**src/rtl/aux_req_packer.sv**
```systemverilog
module aux_req_packer #(
  parameter int NATIVE_MAX = 16,
  parameter int I2C_MAX    = 128,
  parameter int FIFO_LIMIT = 128,
  parameter int LEN_W      = 8
) (
  input  logic             clk,
  input  logic             rst_n,
  input  logic             req_valid,
  output logic             req_ready,
  input  logic             req_read,
  input  logic             req_native,
  input  logic             req_no_addr,
  input  logic             req_no_stop,
  input  logic [19:0]      req_addr,
  input  logic [LEN_W-1:0] req_len,
  output logic             req_ack,
  output logic             req_refused,
  input  logic             pay_valid,
  output logic             pay_ready,
  input  logic [7:0]       pay_data,
  output logic             cmd_wr,
  output logic [7:0]       cmd_wdata,
  output logic             cmd_idx_rst,
  output logic             ctl_go,
  output logic             ctl_i2c,
  output logic             ctl_no_addr,
  output logic             ctl_no_stop,
  input  logic             link_done,
  output logic             fifo_rd_en,
  input  logic [15:0]      fifo_rd_data,
  output logic             rep_valid,
  output logic [7:0]       rep_data,
  output logic             rep_idx_err
);
  localparam int HDR_BYTES = 4;
  localparam int CNT_W     = LEN_W + 1;

  typedef enum logic [2:0] {S_IDLE, S_HDR, S_PAY, S_GO, S_WAIT, S_SKIP, S_DRAIN} st_t;
  st_t st;

  logic             r_read, r_native, r_no_addr, r_no_stop;
  logic [19:0]      r_addr;
  logic [LEN_W-1:0] r_len;
  logic [CNT_W-1:0] cnt;

  logic [CNT_W-1:0] len_x, last_pos;
  logic             zero_len, too_big, take;

  assign len_x    = {1'b0, req_len};
  assign last_pos = {1'b0, r_len} - 1'b1;
  assign zero_len = (req_len == '0);
  assign too_big  = (req_native && len_x > CNT_W'(NATIVE_MAX)) ||
                    (len_x > CNT_W'(I2C_MAX)) ||
                    (!req_read && (len_x + CNT_W'(HDR_BYTES)) > CNT_W'(FIFO_LIMIT));

  assign req_ready   = (st == S_IDLE);
  assign req_ack     = req_ready && req_valid && zero_len;
  assign req_refused = req_ready && req_valid && !zero_len && too_big;
  assign take        = req_ready && req_valid && !zero_len && !too_big;

  assign pay_ready   = (st == S_PAY);
  assign cmd_wr      = (st == S_HDR) || (pay_ready && pay_valid);
  assign cmd_idx_rst = (st == S_HDR) && (cnt == '0);

  always_comb begin
    cmd_wdata = pay_data;
    if (st == S_HDR) begin
      case (cnt[1:0])
        2'd0:    cmd_wdata = {3'b000, r_read, r_addr[19:16]};
        2'd1:    cmd_wdata = r_addr[15:8];
        2'd2:    cmd_wdata = r_addr[7:0];
        default: cmd_wdata = 8'(r_len - 1'b1);
      endcase
    end
  end

  assign ctl_go      = (st == S_GO);
  assign ctl_i2c     = ctl_go && !r_native;
  assign ctl_no_addr = ctl_i2c && r_no_addr;
  assign ctl_no_stop = ctl_i2c && r_no_stop;

  assign fifo_rd_en  = (st == S_SKIP) || (st == S_DRAIN);
  assign rep_valid   = (st == S_DRAIN);
  assign rep_data    = fifo_rd_data[7:0];
  assign rep_idx_err = rep_valid && (fifo_rd_data[15:8] != cnt[7:0]);

  always_ff @(posedge clk) begin
    if (!rst_n) begin
      st        <= S_IDLE;
      cnt       <= '0;
      r_read    <= 1'b0;
      r_native  <= 1'b0;
      r_no_addr <= 1'b0;
      r_no_stop <= 1'b0;
      r_addr    <= '0;
      r_len     <= '0;
    end else begin
      case (st)
        S_IDLE: if (take) begin
          r_read    <= req_read;
          r_native  <= req_native;
          r_no_addr <= req_no_addr;
          r_no_stop <= req_no_stop;
          r_addr    <= req_addr;
          r_len     <= req_len;
          cnt       <= '0;
          st        <= S_HDR;
        end
        S_HDR: begin
          if (cnt == CNT_W'(HDR_BYTES - 1)) begin
            cnt <= '0;
            st  <= r_read ? S_GO : S_PAY;
          end else begin
            cnt <= cnt + 1'b1;
          end
        end
        S_PAY: if (pay_valid) begin
          if (cnt == last_pos) begin
            cnt <= '0;
            st  <= S_GO;
          end else begin
            cnt <= cnt + 1'b1;
          end
        end
        S_GO:   st <= r_read ? S_WAIT : S_IDLE;
        S_WAIT: if (link_done) st <= S_SKIP;
        S_SKIP: begin
          cnt <= '0;
          st  <= S_DRAIN;
        end
        S_DRAIN: begin
          if (cnt == last_pos) st <= S_IDLE;
          cnt <= cnt + 1'b1;
        end
        default: st <= S_IDLE;
      endcase
    end
  end
endmodule

```
**config.mk**
```make
export PLATFORM = sky130hd
export DESIGN_NAME = aux_req_packer
export DESIGN_NICKNAME = d
export VERILOG_FILES = /design/src/rtl/aux_req_packer.sv
export SDC_FILE = /design/constraint.sdc
export NUM_CORES = 1
export LEC_CHECK = 0
export ABC_AREA = 1
export ABC_CLOCK_PERIOD_IN_PS = 3900
export BUFFER_PORTS_ARGS = -buffer_cell sky130_fd_sc_hd__buf_2
export CAP_MARGIN = 20
export CORE_MARGIN = 5
export CORE_UTILIZATION = 48
export CTS_BUF_LIST = sky130_fd_sc_hd__clkbuf_4 sky130_fd_sc_hd__clkbuf_8
export DETAILED_ROUTE_END_ITERATION = 10
export PLACE_DENSITY = 0.76
export SLEW_MARGIN = 5
export SYNTH_ARGS = -nofsm -noshare
export SYNTH_HDL_FRONTEND = slang
export SYNTH_SLANG_ARGS = --single-unit
```
**constraint.sdc**
```tcl
create_clock -name clk -period 3.9 [get_ports clk]
set_input_delay 0.195 -clock clk [delete_from_list [all_inputs] [get_ports clk]]
set_output_delay 0.195 -clock clk [all_outputs]
set_load 0.03 [all_outputs]
```
==> Word-level counts from Yosys, hierarchy flattened <==
Cells that the tools add are included.
{ "totals": {"wordCells": 77, "out_inout_bits": 29, "register_bits": 44} }
{ "op_classes": {"n_reduce_logical": 29, "n_eq_ne": 17, "muxes": 16, "n_addsub": 4, "magnitude_cmp": 3} }
{ "op_table": {"columns": ["op", "n"], "rows": [
  ["case mux 9 bit (5 select lines)", 1],
  ["two-way mux 9 bit", 4],
  ["case mux 8 bit (3 select lines)", 1],
  ["two-way mux 3 bit", 7],
  ["case mux 3 bit (7 select lines)", 1],
  ["logical AND 1 bit", 13],
  ["adder 8 x 3 -> 9 bit (second input constant)", 1],
  ["adder 9 x 1 -> 9 bit (second input constant)", 1],
  ["== test 3 bit (second input constant)", 3],
  ["== test 9 x 2 -> 1 bit (second input constant)", 1],
  ["== test 9 bit", 1],
  ["> comparator 9 x 8 -> 1 bit (second input constant)", 1],
  ["logical NOT 9 bit", 1],
  ["subtractor 8 x 1 -> 9 bit (second input constant)", 1],
  ["> comparator 8 x 5 -> 1 bit (second input constant)", 1],
  ["> comparator 8 bit (second input constant)", 1],
  ["logical NOT 8 bit", 1],
  ["two-way mux 8 bit", 1],
  ["inequality test 2 x 1 -> 1 bit (second input constant)", 4],
  ["inequality test 8 bit", 1],
  ["subtractor 8 x 1 -> 8 bit (second input constant)", 1],
  ["== test 3 x 2 -> 1 bit (second input constant)", 2],
  ["AND reduction 6 bit", 1],
  ["nonzero test 5 bit", 1],
  ["11 further kinds", 18]
]} }

==> Longest topological paths before layout <==
Gate-level depths: netlist of the first run.
{ "logic_depth": {"ltp_word": 8, "depth_mapped": 17, "ltp_nobuf": 17} }

==> Worst setup path after synthesis of the first run <==
OpenSTA, ideal clock, no wires.
{ "synth_timing": {"path_kind": "reg2out", "from": "register st[2]", "to": "output port ctl_no_addr", "n_path_buf": 0, "slack_ps": 1702, "arrival_ps": 2003, "path_stages_with_launch": 6, "required_time_ps": 3705, "cell_sequence": "dfxtp_1 > nor2_1 > inv_1 > nor2_1 > inv_1 > nor2_1"} }
{ "synth_between": {"elab_chain_cells": 3} }
{ "synth_lines": {"columns": ["item", "line_no", "rtl"], "rows": [
  ["start: declaration", "40", "st_t st;"],
  ["start signal: assignment", "113", "st <= r_read ? S_GO : S_PAY;"],
  ["start signal: assignment", "126", "S_GO: st <= r_read ? S_WAIT : S_IDLE;"],
  ["== test 3 x 2 -> 1 bit", "78", "assign ctl_go = (st == S_GO);"],
  ["net ctl_go", "25", "output logic ctl_go,"],
  ["logical AND 1 bit", "79", "assign ctl_i2c = ctl_go && !r_native;"],
  ["net ctl_i2c", "26", "output logic ctl_i2c,"],
  ["logical AND 1 bit", "80", "assign ctl_no_addr = ctl_i2c && r_no_addr;"],
  ["end: declaration", "27", "output logic ctl_no_addr,"]
]} }
The timed path passes the listed nets, and every way through them passes these cells.

==> Worst setup path in the final report of the first run <==
{ "layout_timing": {"from": "register cnt[0]", "to": "output port cmd_wdata[4]"} }
{ "layout_between": {"elab_chain_cells": 3, "elab_cells_between_ends": 5} }
{ "layout_lines": {"columns": ["item", "line_no", "rtl"], "rows": [
  ["start: declaration", "45", "logic [CNT_W-1:0] cnt;"],
  ["start signal: assignment", "115", "cnt <= cnt + 1'b1;"],
  ["start signal: assignment", "123", "cnt <= cnt + 1'b1;"],
  ["start signal: assignment", "134", "cnt <= cnt + 1'b1;"],
  ["== test 2 bit (tied with other cells)", "69", "case (cnt[1:0])"],
  ["case mux 8 bit (3 select lines) (*)", "69", null],
  ["two-way mux 8 bit (*)", "68", "if (st == S_HDR) begin"],
  ["end: declaration", "23", "output logic [7:0] cmd_wdata,"]
]} }
Mark *: on every way between the ends. The rest lies on a longest branch, timed or not.

==> metrics.md, run 1 <==
| Metric | Value |
|---|---|
| Synth top area cells | dfxtp_1 (31%), nand2_1 (13%), a21oi_1 (9.4%) |
| Drt pass-1 iters | 5 |
| Hold Vio Cnt, Final | 0 |
| Via count | 3137 |
| HPWL Detailed | 6280 um |
| Max VDD drop | between 0.2 and 0.3 mV |
| Worst setup EP type | output pin |
| Tcrit/Tclk final | 64.4% |
| Setup_tns | 0 ns |
| Mapped Area | 2880 sq um |
| Clock sink count | between 40 and 50 |
| Hold wc startpoint | req_addr[9] |
| GRT Total Usage | about 22% |
| Via/cell ratio | 5.39 |
| Final Core Density | 56.4% |
| Slowest CP cell | dfxtp_1 |
| Initial DRC count | 211 |
| R2r startpoint | cnt[0] |
| Fmax | 398 MHz |
| Top cells by count, synth | nand2_1 (102), inv_1 (55), a21oi_1 (54) |
| Crit path max fanout | 11 |
| Longest Clk Path Bufs | 2 |
| H-tree levels | 2 |
| Hold/Removal Path Class | input pin to flop |
| First-pass GRT wire length | 13400 um |
| Top-count cell post-synth | nand2_1 |
| Root buf cell | clkbuf_8 |
| Register bit count reported by yosys | 44 |
| Sequential element share of the synthesized area | 30.6% |
| Avg Inst Size Synth | 6.40 sq um |
| Post-synth EDFFs | 0 |
| Clock Pin Slew Worst Setup and Hold Paths | 0.08 ns |
| Nets | 572 |
| Unique cell type count in the Yosys netlist | 37 |
| Post-CTS Setup Bufs | 0 |
| Total detailed-routing wirelength | 7940 um |
| Max-cap violation count | 0 |
| Initial core utilization | about half |
| CTS tree | done |
| Antenna fix cells | 0 |
| R2R Setup Slk | 1.57 ns |
| Outcome | completed |
| P_leak | between 1 and 1.5 nW |
| WL/cell | between 10 and 15 um |
| # setup viols final | 0 |
| Total CTS buffers | 5 |
| Die height | 87.4 um |
| Clk_lat worst skew | about 0.30 ns |
| Critical Path RT | 3.70 ns |
| Total gr overflow | 0 |
| Largest net degree at the start of global routing | 56 |
| Post-route ant nets | 0 |
| Final setup skew | 0.00500 ns |
| Initial antenna violation count | 0 |
| Final min period | 2.51 ns |
| Worst slew pin tran | ~0.54 ns |
| Core area | between 5000 and 6000 sq um |
| RD Place Congestion | 0.895 |
| CP Class | flop to output pin |
| Delay-heaviest family, CP | buffers and inverters |
| Synth Flop Type | dfxtp_1 |
| Worst Hold End | r_addr[9] |
| RSZ-0062 raised after global routing | no |
| Core Rows | 28 |
| Critical path arrival | 2.31 ns |
| R2r worst-path depth | 11 |
| DRC viols | 0 |
| DIE AREA | 7640 sq um |
| Slowest cell delay on critical path | between 0.5 and 0.6 ns |
| Crit start category | flop |
| I/O pins | 90 |
| Slew Limit Fails | 0 |
| CTS Hold Bufs | 0 |
| Reg2Reg Capture Point | st[2] |
| Power Density | 539 nW/um^2 |
| Vias in the first global route | 3004 |
| Min-Delay Path Depth | 3 |
| Synth top area share | 30.6% |
| Synth warnings | 0 |
| Synthesized instance count | 449 |
| Post-CTS resize count | 0 |
| Die W | 87.4 um |
| Share of cells above drive strength 1 | 19.5% |
| Synthesized Nets | 515 |
| Worst path bufs/invs | 2 |
| Fraction of registers with async set/reset | 0% |
| Area grow syn2layout | 15.5% |
| Cells along the critical path | ha_1 > clkinv_1 > o21ai_0 > o221ai_1 > nand2_1 > buf_2 |
| Synth area leader | dfxtp_1 |
| I/O Buffers | 73 |
| Slew HR | between 60% and 70% |
-- per-layer routing --
metal  global-route usage (%)  share of wire (%)  vias to the layer above
met5                        0                  0                        -
met4                     8.09                2.1                        0
met3                     3.78                6.5                       16
met2                     37.8                 49                      109
met1                     26.9                 42                     1437
li1                         -                  -                     1575
-- state kept, by name, summed over array words and instances (netlist names) --
name	count
r_len	8
r_no_stop	1
cnt	9
r_read	1
r_no_addr	1
st	3
r_native	1
r_addr	20
-- final cells by class --
class | instances | area, sq um
fillers | 601 | 2560
multi-input cells | 319 | 1630
flip-flops and latches | 44 | 881
repair buffers | 73 | 365
inverters | 63 | 238
well taps | 75 | 93.8
clock buffers | 5 | 68.8
clock inverters | 3 | 42.5
-- power by group --
part | switching (mW) | internal, mW | total [mW]
registers | 0.0704 | 0.513 | 0.583
logic | 0.586 | 0.272 | 0.859
clock network | 0.158 | 0.190 | 0.347
total | 0.815 | 0.975 | 1.79
-- cell families after synthesis --
group	share of synthesized area (%)
compound gates	20.9
buf+inv	12.6
fa+ha+maj	2.18
xor+xnor	3.35
flops	30.6
simple gates	30.4
-- worst reg2reg max path, cell delays in order (launching register included) --
cell and delay, ns:
dfxtp_1 0.53, ha_1 0.48, clkinv_1 0.36, nor2_1 0.17, nand2_1 0.09, nand2_1 0.11, nand2_1 0.09, nor2_2 0.15
nand2_1 0.09, nand2_1 0.07, nand2_1 0.05, nor2_1 0.09
-- metrics by stage --
stage / instance area [sq um] / setup WS, ns / hold slack, ns / power (mW) / cells
finish: 3320 / 1.39 / 0.138 / 1.79 / 582
detailed placement: 3210 / 1.62 / 0.390 / 1.44 / 574
floorplan: 2880 / 1.70 / 0.339 / 1.24 / 449
global placement: 3210 / 1.80 / 0.390 / 1.42 / 574
CTS: 3320 / 1.42 / 0.132 / 1.79 / 582
global route: 3320 / 1.18 / 0.146 / 1.93 / 582
-- layout by cell type (no fill, tap or decap), types with 2 or more instances in the layout --
master	Yosys	layout
inv_1	55	55
nor2_1	37	37
o221ai_1	3	3
nand3_4	2	2
a2bb2oi_1	2	2
nor3_1	5	5
nand2_2	2	2
clkbuf_8	0	5
xnor2_1	3	3
xor2_1	8	8
a31oi_1	2	2
inv_2	6	6
ha_1	5	5
o21ai_0	34	34
nand2_1	102	102
nor2_2	2	2
dfxtp_1	44	44
a21oi_1	54	54
a21boi_0	2	2
nor4_1	3	3
nor2_4	2	2
buf_2	6	73
nand3_1	25	25
o22ai_1	5	5
o21ai_1	5	5
nand4_1	8	8
nand2_4	2	2
clkinv_2	1	2
-- worst max path at each step --
stage	startpoint	endpoint	depth (start not counted)
global placement	cnt[0]	st[2]	11
detailed placement	cnt[0]	st[2]	11
finish	cnt[0]	cmd_wdata[4]	6
floorplan	st[2]	ctl_no_addr	5
global route	cnt[0]	cmd_wdata[6]	6
CTS	cnt[0]	cmd_wdata[4]	6
Power figures use the tool's default switching activity.
==> inputs of run 2 (changes only) <==
Settings changed: ABC_AREA 1 to 0, ABC_CLOCK_PERIOD_IN_PS 3900 to 2350, PLACE_DENSITY 0.76 to 0.75.
Clock period 3.9 ns to 2.35 ns, I/O delays scaled along.
==> run 2 against run 1 <==
Sequential share of layout area is 1.7 points lower. Clock power grew 70%. Cell count is 16% lower. Register-to-register slack worse by 1.5 ns. Via count decreased by 11%. Combinational power fell by 25%. Setup slack got worse by 1.3 ns. Clock-buffer cell count did not move. Synthesized cell count fell by 21%. Critical endpoint is now cnt[6]. Largest cell class unchanged. Highest routed layer unchanged.
==> metrics.md, run 2 <==
| Metric | Value |
|---|---|
| Synth warnings | 0 (unchanged) |
| Part of the power in the clock network | 28.8% (+9.4 points) |
| Initial DRC count | 203 (-3.8%) |
| Avg Inst Size Synth | 8.38 sq um (+31%) |
| DRC viols | 0 (unchanged) |
| Clk_lat worst skew | 0.30 ns (about the same) |
| Area grow syn2layout | 19.8% |
| Reg2Reg Capture Point | cnt[6] |
| Die W | 88.6 um (+1.4%) |
| Placed cell area | 3380 sq um (+5.2%) |
| Synth Area in Simple Gates | 26.0% (-4.4 points) |
| Sequential element share of the synthesized area | 29.7% (-0.96 points) |
| Fillers | 536 (-11%) |
| Largest family of logic cells by synthesized area | simple AND/OR/NAND/NOR gates |
| Unique cell type count in the Yosys netlist | 56 (+51%) |
| Hold Vio Cnt, Final | 0 (unchanged) |
| CTS tree | done |
| Synth area leader | dfxtp_1 |
| Multiplexer share of the synthesized area | 10.5% (+10 points) |
| R2r worst-path depth | 7 (-4) |
| Setup_tns | 0 ns (unchanged) |
| Max VDD drop | 0.334 mV (+27%) |
| Post-synth EDFFs | 0 (unchanged) |
| First-pass GRT wire length | 12900 um (-4.1%) |
| P_sw | 0.674 mW (-17%) |
| Share of cells above drive strength 1 | 27.1% (+7.6 points) |
| HPWL Detailed | 5780 um (-8.0%) |
| Fmax | between 400 and 500 MHz |
| Compound-Gate Fraction of Synth Area | 17.0% (-3.9 points) |
| Via count | 2797 (-11%) |
| # setup viols final | 0 (unchanged) |
| Max reg flops | 20 (unchanged) |
| Critical path arrival | 2.51 ns (+0.20 ns) |
| Total detailed-routing wirelength | 7930 um (about the same) |
| Clock Pin Slew Worst Setup and Hold Paths | 0.09 ns (about the same) |
| Flop pwr share | 39.6% (+7.0 points) |
| Post-Place Setup Slack | -0.00656 ns (-1.63 ns) |
| Final setup skew | 0.00317 ns (-0.00183 ns) |
| Final min period | 2.26 ns |
| R2R Setup Slk | 0.09 ns (-1.48 ns) |
| Switching Share | 32.9% (-13 points) |
| Critical Path RT | 2.60 ns (-1.10 ns) |
| R2r startpoint | st[0] |
| Root buf cell | clkbuf_8 |
| XOR/XNOR Fraction of Synth Area | 7.25% (+3.9 points) |
| Commonest non-fill, non-tap cell in the layout | buf_2 |
| Outcome | completed |
| Mapped Area | 2970 sq um (+3.2%) |
| DIE AREA | 7860 sq um (+2.8%) |
| Slew Limit Fails | 0 (unchanged) |
| Fraction of registers with async set/reset | 0% (unchanged) |
| Synth top area share | 29.7% (-0.96 points) |
| Drt pass-1 iters | 4 (-1) |
| Antenna fix cells | 0 (unchanged) |
| Worst setup EP type | flop |
| Worst path bufs/invs | 0 (-2) |
| Synth Flop Type | dfxtp_1 |
| Most frequent cells in the layout | buf_2 (73), dfxtp_1 (42), nor2b_1 (33) |
| Worst slew pin tran | 0.523 ns (-0.0203 ns) |
| Largest net degree at the start of global routing | 34 (-39%) |
| Max-cap violation count | 0 (unchanged) |
| Synthesized instance count | 354 (-21%) |
| Nets | 478 (-16%) |
| Post-route cell area | 3550 sq um (+7.0%) |
| Synth top area cells | dfxtp_1 (30%), mux2i_1 (10%), nor2b_1 (7.0%) |
| Slowest CP cell | or4b_4 |
| H-tree levels | 2 (unchanged) |
| Clock sink count | 44 (unchanged) |
| Worst Hold End | r_addr[6] |
| Cell internal pwr | 1.37 mW (+41%) |
| Core Rows | 28 (unchanged) |
| Synthesized Nets | 420 (-18%) |
| Post-synthesis adder-cell area fraction | 2.11% (-0.068 points) |
| Post-route ant nets | 0 (unchanged) |
| Logic gate share of total power | 31.6% (-16 points) |
| Initial antenna violation count | 0 (unchanged) |
| I/O Buffers | 73 (unchanged) |
| GRT Total Usage | 20.7% (-1.1 points) |
| RD Place Congestion | 0.927 (+3.6%) |
| Hold wc startpoint | req_addr[6] |
| P_leak | 1.68 nW (+13%) |
| Tcrit/Tclk final | 96.3% |
| CP Class | flop to flop |
| Longest Clk Path Bufs | 2 (unchanged) |
| Largest reg by FF count | r_addr |
| Via/cell ratio | 5.73 (+6.3%) |
| Hold/Removal Path Class | input pin to flop |
| Crit path max fanout | 6 (-5) |
| Vias in the first global route | 2680 (-11%) |
| Power Density | 575 nW/um^2 (+6.8%) |
| Core area | 5960 sq um (+1.2%) |
| Total gr overflow | 0 (unchanged) |
| Top cells by count, synth | dfxtp_1 (44), nor2b_1 (33), mux2i_1 (30) |
| Slew HR | 65.2% (+1.4 points) |
| Cells along the critical path | or4b_4 > a31oi_2 > o211ai_1 > and3_4 > or4b_1 > a21oi_1 > a31o_1 |
| Die height | 88.6 um (+1.4%) |
| Crit start category | flop |
| Total CTS buffers | 5 (unchanged) |
| Register bit count reported by yosys | 44 (unchanged) |
| Final setup margin | 0.0873 ns (-1.30 ns) |
| Min-Delay Path Depth | 3 (unchanged) |
| Slowest cell delay on critical path | 0.56 ns (+0.03 ns) |
| WL/cell | 16.3 um (+19%) |
| Delay-heaviest family, CP | simple AND/OR/NAND/NOR gates |
| Top flop regs | r_addr x20, cnt x9, r_len x8 |
| Post-CTS Setup Bufs | 0 (unchanged) |
| Initial core utilization | 49.8% (+0.98 points) |
| I/O pins | 90 (unchanged) |
| Top-count cell post-synth | dfxtp_1 |
run 2: final cells by class:
| type | count | area [sq um] | share of cell area (%) |
|---|---|---|---|
| Sequential cell | 44 | 883 | 24.9 |
| Timing Repair Buffer | 90 | 505 | 14.2 |
| Multi-Input combinational cell | 262 | 1930 | 54.2 |
| Inverter | 9 | 33.8 | 0.950 |
| Tap cell | 75 | 93.8 | 2.64 |
| Clock inverter | 3 | 42.5 | 1.20 |
| Clock buffer | 5 | 68.8 | 1.94 |
run 2: power groups by stage:
stage / logic (mW) / clock network, mW / registers, mW
after floorplan: 0.433 / 0 / 0.813
after global placement: 0.605 / 0 / 0.823
after detailed placement: 0.611 / 0 / 0.825
after CTS: 0.617 / 0.596 / 0.808
after global routing: 0.700 / 0.629 / 0.815
final: 0.646 / 0.589 / 0.810
run 2: how the worst max path moves through the flow:
stage                        start  cells after the start  slack, ns      to
after floorplan           r_len[0]                     10       0.11  cnt[1]
after global placement    r_len[0]                     10       0.04  cnt[8]
after detailed placement  r_len[0]                     10     -0.007  cnt[4]
after CTS                 r_len[0]                     10       0.03  cnt[4]
after global routing      r_len[3]                      8    -0.0006  cnt[5]
final                        st[0]                      7       0.09  cnt[6]
run 2: logic make-up (layout without fill, tap and decap cells):
logic type / count (synthesis) / count (layout)
AOI/OAI and AO/OA: 70 / 70
xor gates and xnor gates: 23 / 23
adders and majority gates: 5 / 5
buffers and inverters: 48 / 107
DFF: 44 / 44
muxes: 31 / 31
and+or+nand+nor: 133 / 133
run 2: per-stage QoR:
stage / hold slack [ns] / util, % / instances / total power, mW
floorplan: 0.284 / - / 354 / 1.25
global placement: 0.235 / 56.7 / 480 / 1.43
detailed placement: 0.235 / 56.7 / 480 / 1.44
CTS: 0.0605 / 58.7 / 488 / 2.02
global route: 0.0650 / 59.7 / 488 / 2.14
finish: 0.0647 / 59.7 / 488 / 2.04
run 2: timing repair:
action                     CTS  global route
setup endpoints to repair    8            17
resized for setup            1            12
pin swaps                    0             1
hold buffers                 0             0
run 2: per-layer routing:
| metal | vias to the layer above | share of wire [%] | track usage [%] |
|---|---|---|---|
| li1 | 1365 | - | - |
| met1 | 1334 | 42 | 26.7 |
| met2 | 83 | 51 | 34.8 |
| met3 | 15 | 5.6 | 4.19 |
| met4 | 0 | 1.4 | 6.32 |
| met5 | - | 0 | 0 |
run 2: tightest hold or removal path: cells and delay by family:
kind / cells / cell delay, ns
buffers and inverters: 1 / 0.07
muxes: 1 / 0.05
and+or+nand+nor: 1 / 0.09
